File: src/rtl/mcl_pkg.sv
package mcl_pkg;

  typedef enum logic [1:0] {
    PUSH_NONE = 2'd0,
    PUSH_ONE  = 2'd1,
    PUSH_TWO  = 2'd2
  } push_cnt_e;

  function automatic push_cnt_e push_count(input logic a, input logic b);
    if (a && b) return PUSH_TWO;
    if (a || b) return PUSH_ONE;
    return PUSH_NONE;
  endfunction

endpackage

File: src/rtl/mcl_score_table.sv
module mcl_score_table #(
  parameter int NUM_PORTS = 8,
  parameter int NUM_BUFS  = 16,
  localparam int IDXW = $clog2(NUM_BUFS),
  localparam int PW   = $clog2(NUM_PORTS)
) (
  input  logic                 clk,
  input  logic                 rst_n,
  input  logic                 loan_valid,
  input  logic [IDXW-1:0]      loan_buf,
  input  logic [NUM_PORTS-1:0] loan_mask,
  input  logic                 ret_valid,
  input  logic [IDXW-1:0]      ret_buf,
  input  logic [PW-1:0]        ret_port,
  output logic                 ret_frees,
  output logic                 loan_frees,
  output logic                 ret_bad
);

  logic [NUM_PORTS-1:0] owners_q [NUM_BUFS];
  logic [NUM_PORTS-1:0] owners_d [NUM_BUFS];
  logic [NUM_BUFS-1:0]  hit_ok;
  logic [NUM_BUFS-1:0]  hit_free;
  logic [NUM_PORTS-1:0] port_bit;
  logic                 port_in_range;

  always_comb begin
    port_bit      = '0;
    port_bit[ret_port] = 1'b1;
    port_in_range = int'(ret_port) < NUM_PORTS;
  end

  for (genvar i = 0; i < NUM_BUFS; i++) begin : g_entry
    logic [NUM_PORTS-1:0] after_loan;
    logic                 loan_hit;
    logic                 ret_hit;

    always_comb begin
      loan_hit   = loan_valid && (loan_buf == IDXW'(i));
      ret_hit    = ret_valid && (ret_buf == IDXW'(i));
      after_loan = loan_hit ? loan_mask : owners_q[i];
      hit_ok[i]  = ret_hit && port_in_range && ((after_loan & port_bit) != '0);
      owners_d[i] = hit_ok[i] ? (after_loan & ~port_bit) : after_loan;
      hit_free[i] = hit_ok[i] && (owners_d[i] == '0);
    end

    always_ff @(posedge clk or negedge rst_n) begin
      if (!rst_n) begin
        owners_q[i] <= '0;
      end else if (loan_hit || hit_ok[i]) begin
        owners_q[i] <= owners_d[i];
      end
    end
  end

  always_comb begin
    ret_frees  = |hit_free;
    loan_frees = loan_valid && (loan_mask == '0);
    ret_bad    = ret_valid && !(|hit_ok);
  end

endmodule

File: src/rtl/mcl_free_fifo.sv
module mcl_free_fifo
  import mcl_pkg::*;
#(
  parameter int DEPTH = 16,
  parameter int DW    = 4,
  localparam int AW   = $clog2(DEPTH),
  localparam int CW   = $clog2(DEPTH + 1)
) (
  input  logic          clk,
  input  logic          rst_n,
  input  logic          a_push,
  input  logic [DW-1:0] a_data,
  input  logic          b_push,
  input  logic [DW-1:0] b_data,
  input  logic          pop,
  output logic          not_empty,
  output logic [DW-1:0] head,
  output logic [CW-1:0] fill
);

  logic [DW-1:0] slots [DEPTH];
  logic [AW-1:0] wr_q, wr_d, rd_q, rd_d, b_slot;
  logic [CW-1:0] cnt_q, cnt_d;
  logic          do_pop;
  push_cnt_e     npush;

  always_comb begin
    npush  = push_count(a_push, b_push);
    do_pop = pop && (cnt_q != '0);
    b_slot = a_push ? AW'(wr_q + 1'b1) : wr_q;
    wr_d   = AW'(wr_q + AW'(npush));
    rd_d   = do_pop ? AW'(rd_q + 1'b1) : rd_q;
    cnt_d  = CW'(cnt_q + CW'(npush) - CW'(do_pop));
  end

  always_ff @(posedge clk or negedge rst_n) begin
    if (!rst_n) begin
      wr_q  <= '0;
      rd_q  <= '0;
      cnt_q <= '0;
    end else begin
      if (npush != PUSH_NONE) wr_q <= wr_d;
      if (do_pop) rd_q <= rd_d;
      if ((npush != PUSH_NONE) || do_pop) cnt_q <= cnt_d;
    end
  end

  always_ff @(posedge clk) begin
    if (a_push) slots[wr_q] <= a_data;
    if (b_push) slots[b_slot] <= b_data;
  end

  always_comb begin
    not_empty = cnt_q != '0;
    head      = slots[rd_q];
    fill      = cnt_q;
  end

endmodule

File: src/rtl/mcast_loan_board.sv
module mcast_loan_board #(
  parameter int NUM_PORTS = 8,
  parameter int NUM_BUFS  = 16,
  localparam int IDXW = $clog2(NUM_BUFS),
  localparam int PW   = $clog2(NUM_PORTS),
  localparam int CW   = $clog2(NUM_BUFS + 1)
) (
  input  logic                 clk,
  input  logic                 rst_n,
  input  logic                 loan_valid,
  input  logic [IDXW-1:0]      loan_buf,
  input  logic [NUM_PORTS-1:0] loan_mask,
  input  logic                 ret_valid,
  input  logic [IDXW-1:0]      ret_buf,
  input  logic [PW-1:0]        ret_port,
  input  logic                 fq_pop,
  output logic                 fq_valid,
  output logic [IDXW-1:0]      fq_buf,
  output logic                 err_bad_return
);

  logic [1:0]    rst_pipe_q;
  logic          rst_q_n;
  logic          ret_frees, loan_frees, ret_bad;
  logic          err_q, err_d;
  logic [CW-1:0] fq_fill;

  // asynchronous assertion, release aligned to clk
  always_ff @(posedge clk or negedge rst_n) begin
    if (!rst_n) rst_pipe_q <= '0;
    else        rst_pipe_q <= {rst_pipe_q[0], 1'b1};
  end
  assign rst_q_n = rst_pipe_q[1];

  mcl_score_table #(
    .NUM_PORTS(NUM_PORTS),
    .NUM_BUFS (NUM_BUFS)
  ) u_table (
    .clk       (clk),
    .rst_n     (rst_q_n),
    .loan_valid(loan_valid),
    .loan_buf  (loan_buf),
    .loan_mask (loan_mask),
    .ret_valid (ret_valid),
    .ret_buf   (ret_buf),
    .ret_port  (ret_port),
    .ret_frees (ret_frees),
    .loan_frees(loan_frees),
    .ret_bad   (ret_bad)
  );

  // return-freed buffer takes the earlier queue slot
  mcl_free_fifo #(
    .DEPTH(NUM_BUFS),
    .DW   (IDXW)
  ) u_fifo (
    .clk      (clk),
    .rst_n    (rst_q_n),
    .a_push   (ret_frees),
    .a_data   (ret_buf),
    .b_push   (loan_frees),
    .b_data   (loan_buf),
    .pop      (fq_pop),
    .not_empty(fq_valid),
    .head     (fq_buf),
    .fill     (fq_fill)
  );

  always_comb err_d = ret_bad;

  always_ff @(posedge clk or negedge rst_q_n) begin
    if (!rst_q_n) err_q <= 1'b0;
    else          err_q <= err_d;
  end

  assign err_bad_return = err_q;

endmodule

File: config.mk
export PLATFORM = sky130hd
export DESIGN_NAME = mcast_loan_board
export DESIGN_NICKNAME = d
export VERILOG_FILES = /design/src/rtl/mcl_pkg.sv /design/src/rtl/mcl_score_table.sv /design/src/rtl/mcl_free_fifo.sv /design/src/rtl/mcast_loan_board.sv
export SDC_FILE = /design/constraint.sdc
export NUM_CORES = 1
export LEC_CHECK = 0
export ABC_CLOCK_PERIOD_IN_PS = 4150
export BUFFER_PORTS_ARGS = -buffer_cell sky130_fd_sc_hd__buf_2
export CORE_UTILIZATION = 42
export DETAILED_ROUTE_END_ITERATION = 10
export GPL_TIMING_DRIVEN = 0
export PLACE_DENSITY_LB_ADDON = 0.08
export SLEW_MARGIN = 20
export SYNTH_ARGS = -nofsm -noshare
export SYNTH_HDL_FRONTEND = slang
export SYNTH_SLANG_ARGS = --single-unit
File: constraint.sdc
create_clock -name clk -period 4.15 [get_ports clk]
set_input_delay 0.83 -clock clk [delete_from_list [all_inputs] [get_ports clk]]
set_output_delay 0.83 -clock clk [all_outputs]
set_load 0.005 [all_outputs]
==> results.tsv, run 1 <==
metric	value	unit
run_status	finished, violations left	
failed_checks	negative setup slack	
dpl.hpwl	41320	um
wire_per_inst	31.72	um
via_count	13400	
synth.yosys.warnings	0	
max_cap_viol_count	0	
synthArstFlopShare	69.23	%
grt_util_all_layers	36.76	%
nets	1526	
final_critical_path_setup_slack	-256.6	ps
mostFrequentLayoutCell	sky130_fd_sc_hd__a21oi_1	
syn-instance-count	1354	
ffs_latches_synth	208	
timing.setup.tns	-503.2	ps
reg2reg_to	u_fifo.fill[4]$_DFFE_PN0P_	
post_synthesis_cell_area	0.01393	sq mm
ios	30	
timing_hold_violations_final	0	
seq_power_share	35.9	%
cts_inserted_buffers	26	
clock-sinks	208	
ctsHtreeMaxLevel	1	
fmax	226.9	MHz
number_of_flops_mapped_to_enable_cells_by_yosys	64	
initial_core_util	42.72	%
most_used_cells_in_the_layout_excluding_fill_and_tap_cells	150 x sky130_fd_sc_hd__a21oi_1, 143 x sky130_fd_sc_hd__dfrtp_1, 105 x sky130_fd_sc_hd__mux2i_1, 87 x sky130_fd_sc_hd__buf_4, 79 x sky130_fd_sc_hd__nor2_1	
clock-skew-final	17.08	ps
gp_congestion	1.023	
report.final.slew_viol_count	0	
post_route_cell_area	0.01776	sq mm
r2r_start	u_table.owners_q[25]$_DFFE_PN0P_	
clock_latency	570	ps
cts_root_buf	sky130_fd_sc_hd__clkbuf_16	
type_of_origin_of_the_critical_path	input port	
place.port_buffers	23	
timing.final.crit_period	4407	ps
grt_antenna_before_repair	0	
syn_to_final_growth	27.49	%
worst-endpoint-required	4600	ps
number_of_distinct_library_cells_after_synthesis	105	
power_leakage	7.219	nW
post_place_instance_area	0.01487	sq mm
setup-violations-final	4	
routed_wl	61780	um
synthesis.nets	1396	
netSwitchingPower	2.551	mW
cts_tree	built	
internal-power	5.019	mW
slew_hr	21.18	%
pwr_density_cell	426.2	mW/mm^2
clk_transition_reported_paths	60	ps
clock_tree.buffer_depth	3	
synth.yosys.seq_area_share	39.66	%
first_pass_iters	8	
die_width	184.1	um
design.die.area	0.03391	sq mm
worstRegToRegCells	22	
worstSetupPathType	in -> reg	
synth_top_flop_cell	sky130_fd_sc_hd__dfrtp_1	
detail-route-antenna-nets	0	
peak_supply_drop	0.3566	mV
share_of_post_route_cells_with_drive_strength_above_1	34.24	%
switching_share	33.70	%
worstPathMaxFanout	10	
worst_setup_path_end_kind	flop	
cts_hold_buf	0	
core	0.03262	sq mm
synth_area_per_cell	10.29	sq um
vias_per_cell	6.878	
drt_iter0_markers	1591	
ff2ff_setup_slack	260	ps
hold_path.class	in -> async	
grt_overflow	0	
clockPowerShare	32.7	%
grt_max_degree	48	
final_core_util	54.46	%
number_of_global_route_vias_before_repair	12730	
worstMarginPinSlew	1182	ps
floorplan.rows	66	
critPathArrivalTime	4850	ps
route.detailed.drc	0	
die_y	184.1	um
layout_worst_path_cycle_share	106.2	%
setup_repair_after_global_routing_missed_its_margin	yes	
power.share.combinational	31.4	%
grt_first_pass_wirelength	89430	um
## logic make-up (layout without fill, tap and decap cells)
family	Yosys count	count (layout)	share of synthesized area, %
AO/OA/AOI/OAI	416	416	20.31
buffers and inverters	138	287	4.661
multiplexers	230	230	19.85
AND/OR/NAND/NOR	332	333	13.08
adder cells (fa/ha/maj)	18	18	1.724
XOR/XNOR	11	11	0.6915
other	1	3	0.02691
flip-flops	208	208	39.66
## power groups by stage
stage	logic (mW)	registers [mW]	clock network, mW
after floorplan	1.47	2.66	0
after global placement	1.97	2.73	0
after detailed placement	2.02	2.71	0
after CTS	2.26	2.70	2.48
after global routing	2.55	2.75	2.56
final	2.38	2.72	2.47
## how the worst max path moves through the flow
| stage | start | to | slack (ps) | depth (start not counted) |
|---|---|---|---|---|
| after floorplan | loan_buf[3] | u_fifo.fill[4]$_DFFE_PN0P_ | -790 | 26 |
| after global placement | loan_mask[3] | u_fifo.fill[4]$_DFFE_PN0P_ | -2660 | 26 |
| after detailed placement | loan_mask[3] | u_fifo.fill[4]$_DFFE_PN0P_ | -2660 | 26 |
| after CTS | loan_valid | u_fifo.fill[4]$_DFFE_PN0P_ | -340 | 27 |
| after global routing | loan_buf[2] | u_fifo.fill[4]$_DFFE_PN0P_ | -340 | 26 |
| final | loan_mask[5] | u_fifo.fill[4]$_DFFE_PN0P_ | -260 | 24 |
## Yosys cell counts, drive strengths merged (6+ instances only)
cell type	instances	area share (%)
nand2b	7	0.33
a21oi	157	5.7
o2111ai	6	0.38
a21boi	6	0.32
and3	9	0.40
nor2b	9	0.46
a211oi	9	0.56
nand4	9	0.40
edfxtp	64	14
a21o	11	0.59
nor2	96	2.7
inv	24	0.65
clkbuf	63	1.7
o21ai	36	1.3
a31oi	17	0.76
nand2	64	1.9
nand3	34	1.3
buf	50	2.3
xnor2	9	0.57
dfrtp	144	26
a22oi	9	0.52
nor4	13	0.74
o22ai	54	2.4
nor3	37	1.3
nor3b	8	0.70
mux4	22	3.6
or3	6	0.27
a22o	6	0.38
o31ai	12	1.4
or4	12	0.81
mux2i	143	10
ha	16	1.4
o211ai	20	1.1
mux2	65	5.9
o221ai	18	1.1
## critical path, stage by stage
cell and delay [ps]:
sky130_fd_sc_hd__buf_2 160, sky130_fd_sc_hd__clkbuf_2 520, sky130_fd_sc_hd__clkbuf_2 500, sky130_fd_sc_hd__mux2i_2 150, sky130_fd_sc_hd__o22ai_1 180, sky130_fd_sc_hd__nor3_2 80, sky130_fd_sc_hd__o311a_4 160, sky130_fd_sc_hd__nor4_4 250
sky130_fd_sc_hd__buf_4 180, sky130_fd_sc_hd__nand2_4 70, sky130_fd_sc_hd__nor2_4 160, sky130_fd_sc_hd__buf_8 140, sky130_fd_sc_hd__inv_4 30, sky130_fd_sc_hd__ha_4 160, sky130_fd_sc_hd__inv_4 60, sky130_fd_sc_hd__ha_4 200
sky130_fd_sc_hd__fa_2 390, sky130_fd_sc_hd__inv_2 70, sky130_fd_sc_hd__a21oi_2 50, sky130_fd_sc_hd__nor2_1 80, sky130_fd_sc_hd__nor2_1 50, sky130_fd_sc_hd__xnor2_1 140, sky130_fd_sc_hd__nand2_1 80, sky130_fd_sc_hd__xnor2_1 140
## sequential cells by signal, summed over array words and instances, names as in the netlist
signal            cells
u_table.owners_q    128
u_fifo.slots         64
u_fifo.fill           5
u_fifo.rd_q           4
u_fifo.wr_q           4
rst_pipe_q            2
err_bad_return        1
## metrics by stage
step	hold slack [ps]	instances	power (mW)	setup slack, ps
3_5_place_dp	281.7	1822	4.737	-2656
5_1_grt	46.91	1946	7.856	-342.2
4_1_cts	40.15	1930	7.443	-343.3
6_report	46.75	1948	7.570	-256.6
3_3_place_gp	337.0	1819	4.701	-2664
2_1_floorplan	331.1	1354	4.134	-790.7
## area by class of cell
cell class,instances,area (sq um)
fill,2894,14860
multi-input combinational,1009,8861
sequential,208,5529
buffer,105,895.9
timing repair buffer,109,884.6
clock buffer,36,768.2
tap,442,553.0
clock inverter,12,150.1
inverter,25,116.4
antenna,2,5.005
## what timing repair did
item,CTS,global route
pin swaps,45,23
setup endpoints to repair,141,138
setup buffers,63,18
resized for setup,292,43
gates cloned,2,0
endpoints found under the hold margin,0,0
## routing by layer
metal  wire length (um)  GRT usage (%)
met3               8401          12.07
met4               3629          18.03
met1              25410          51.89
met2              24350          49.86
met5                  0              0
Power figures use the tool's default switching activity.
==> run 2: changes to the inputs <==
- CTS_BUF_LIST: unset -> sky130_fd_sc_hd__clkbuf_4 sky130_fd_sc_hd__clkbuf_8
- MAX_ROUTING_LAYER: unset -> met4
==> run 2 against run 1 <==
Compared with the run above: the run still ends with negative setup slack left; sequential cell count unchanged; cell area up 0.30%; core utilization up 0.17 points; sequential share of layout area down 0.094 points; critical endpoint unchanged; largest power group unchanged.
==> results.tsv, run 2 (synthesis gave the netlist of run 1 again) <==
metric	value	unit	change
die_width	184.1	um	unchanged
route.detailed.drc	0		unchanged
antennaDiodeCount	0		was 2
initial_core_util	42.72	%	unchanged
grt_antenna_before_repair	0		unchanged
max_cap_viol_count	0		unchanged
nets	1540		was 1526
via_count	13410		was 13400
layout_worst_path_cycle_share	106.2	%	about the same
floorplan.rows	66		unchanged
ios	30		unchanged
number_of_global_route_vias_before_repair	12840		was 12730
share_of_post_route_cells_with_drive_strength_above_1	35.99	%	was 34.24%
timing_hold_violations_final	0		unchanged
syn_to_final_growth	27.87	%	was 27.49%
clock-sinks	208		unchanged
mostFrequentLayoutCell	sky130_fd_sc_hd__a21oi_1		unchanged
critPathArrivalTime	4890	ps	was 4850 ps
worst-endpoint-required	4630	ps	was 4600 ps
biggest_register	u_table.owners_q		unchanged
worst_setup_path_end_kind	flop		unchanged
timing.critical_path.cells	buf_4 > buf_8 > mux2i_4 > o21ai_2 > a22oi_1 > o221ai_1 > o31a_1 > a32o_2 > a311oi_4 > nand2_4 > nor2_4 > buf_12 > inv_4 > ha_4 > inv_4 > ha_4 > fa_2 > inv_2 > a21oi_1 > nor2_1 > nor2_1 > xnor2_1 > nand2_1 > xnor2_1		was buf_2 > clkbuf_2 > clkbuf_2 > mux2i_2 > o22ai_1 > nor3_2 > o311a_4 > nor4_4 > buf_4 > nand2_4 > nor2_4 > buf_8 > inv_4 > ha_4 > inv_4 > ha_4 > fa_2 > inv_2 > a21oi_2 > nor2_1 > nor2_1 > xnor2_1 > nand2_1 > xnor2_1
final.hold.worst_slack	165.7	ps	was 46.75 ps
setup-violations-final	17		was 4
design.die.area	0.03391	sq mm	unchanged
cts_inserted_buffers	42		was 26
dpl.hpwl	41830	um	was 41320 um
type_of_origin_of_the_critical_path	input port		unchanged
hold_path.class	reg -> async		was in -> async
final_critical_path_setup_slack	-258.1	ps	was -256.6 ps
grt_overflow	0		unchanged
vias_per_cell	6.809		was 6.878
clock_tree.buffer_depth	3		unchanged
reg2reg_to	u_fifo.fill[4]$_DFFE_PN0P_		unchanged
clock_latency	640	ps	was 570 ps
wire_per_inst	31.31	um	was 31.72 um
peak_supply_drop	0.2713	mV	was 0.3566 mV
timing.final.crit_period	4408	ps	was 4407 ps
grt_first_pass_wirelength	88450	um	was 89430 um
detail-route-antenna-nets	0		unchanged
setup_repair_after_global_routing_missed_its_margin	yes		unchanged
cts_tree	built		unchanged
drt_iter0_markers	1695		was 1591
pwr_density_cell	415.1	mW/mm^2	was 426.2 mW/mm^2
most_used_cells_in_the_layout_excluding_fill_and_tap_cells	152 x sky130_fd_sc_hd__a21oi_1, 143 x sky130_fd_sc_hd__dfrtp_1, 97 x sky130_fd_sc_hd__mux2i_1, 85 x sky130_fd_sc_hd__buf_4, 79 x sky130_fd_sc_hd__nor2_1		was 150 x sky130_fd_sc_hd__a21oi_1, 143 x sky130_fd_sc_hd__dfrtp_1, 105 x sky130_fd_sc_hd__mux2i_1, 87 x sky130_fd_sc_hd__buf_4, 79 x sky130_fd_sc_hd__nor2_1
run_status	finished, violations left		unchanged
grt_util_all_layers	37.75	%	was 36.76%
fmax	226.9	MHz	about the same
report.final.slew_viol_count	0		unchanged
timing.setup.tns	-658.6	ps	was -503.2 ps
clk_transition_reported_paths	50	ps	was 60 ps
worstRegToRegCells	22		unchanged
ff2ff_setup_slack	150	ps	was 260 ps
grt_max_degree	53		was 48
worstPathMaxFanout	10		unchanged
worstMarginPinSlew	1256	ps	was 1182 ps
power_leakage	7.240	nW	was 7.219 nW
gp_congestion	1.028		was 1.023
core	0.03262	sq mm	unchanged
cp_slowest_cell	sky130_fd_sc_hd__a311oi_4		was sky130_fd_sc_hd__clkbuf_2
first_pass_iters	7		was 8
place.port_buffers	23		unchanged
routed_wl	61670	um	was 61780 um
die_y	184.1	um	unchanged
slowest_stage_delay_on_critical_path	400	ps	was 520 ps
r2r_start	u_table.owners_q[25]$_DFFE_PN0P_		unchanged
worstSetupPathType	in -> reg		unchanged
slew_hr	16.24	%	was 21.18%
largest_register_ffs	128		unchanged
failed_checks	negative setup slack		unchanged
cts_root_buf	sky130_fd_sc_hd__clkbuf_8		was sky130_fd_sc_hd__clkbuf_16
ctsHtreeMaxLevel	2		was 1
clock-skew-final	48.62	ps	was 17.08 ps
-- run 2: cell types whose count changed in the layout (fill, tap and decap cells not counted), sizes merged, moves of 2 or more --
cell | before | now
diode | 2 | 0
clkbuf | 93 | 123
bufinv | 3 | 0
clkinv | 8 | 6
buf | 157 | 155
-- run 2: how the worst max path moves through the flow --
stage	endpoint	cells after the start	from	slack, ps
after CTS	u_fifo.fill[4]$_DFFE_PN0P_	26	loan_buf[2]	-200
after global routing	u_fifo.fill[4]$_DFFE_PN0P_	25	loan_buf[2]	-300
after detailed placement	u_fifo.fill[4]$_DFFE_PN0P_	26	loan_mask[3]	-2710
after floorplan	u_fifo.fill[4]$_DFFE_PN0P_	26	loan_buf[3]	-790
after global placement	u_fifo.fill[4]$_DFFE_PN0P_	26	loan_mask[3]	-2720
final	u_fifo.fill[4]$_DFFE_PN0P_	24	ret_port[1]	-260
-- run 2: worst max-delay path, delay by kind of cell --
kind | cells | cell delay, ps
multiplexers | 1 | 290
AND/OR/NAND/NOR | 5 | 500
XOR/XNOR | 2 | 270
AO/OA/AOI/OAI | 7 | 1670
adder cells (fa/ha/maj) | 3 | 700
buffers and inverters | 6 | 610
-- run 2: through the flow --
stage               total power, mW  cells  cell area (sq um)  worst slack, ps  utilization [%]
floorplan                     4.134   1354              14130           -790.7                -
global placement              4.705   1819              14800            -2721            45.38
detailed placement            4.739   1823              14900            -2714            45.69
CTS                           7.258   1945              17250           -202.5            52.89
global route                  7.713   1970              17820           -297.5            54.62
finish                        7.396   1970              17820           -258.1            54.62
-- run 2: layout make-up --
class,instances,area (sq um)
Tap cell,442,553.0
Clock buffer,67,840.8
Multi-Input combinational cell,1009,8915
Clock inverter,7,63.81
Timing Repair Buffer,106,864.6
Sequential cell,208,5529
Fill cell,2965,14800
Inverter,25,113.9
Buffer,106,937.1
-- run 2: repair_timing --
item	in CTS	in global routing
gates resized for setup	264	94
hold endpoints to repair	2	0
buffers inserted	51	27
cloned	2	0
hold buffers	1	0
endpoints found under the setup margin	141	91
pin swaps	33	23
-- run 2: routing by layer --
layer  global-route usage [%]  up-vias  part of all wire, %
li1                         -     5511                    -
met3                    10.37      216                   13
met1                    52.85     6637                   42
met4                    17.93        0                  4.9
met2                    49.71     1049                   40
met5                        -        -                    0
-- run 2: power by group --
group	switching, mW	total, mW	internal (mW)
Clock	1.02	2.32	1.30
Combinational	1.29	2.36	1.07
Sequential	0.250	2.72	2.47
Total	2.56	7.40	4.83
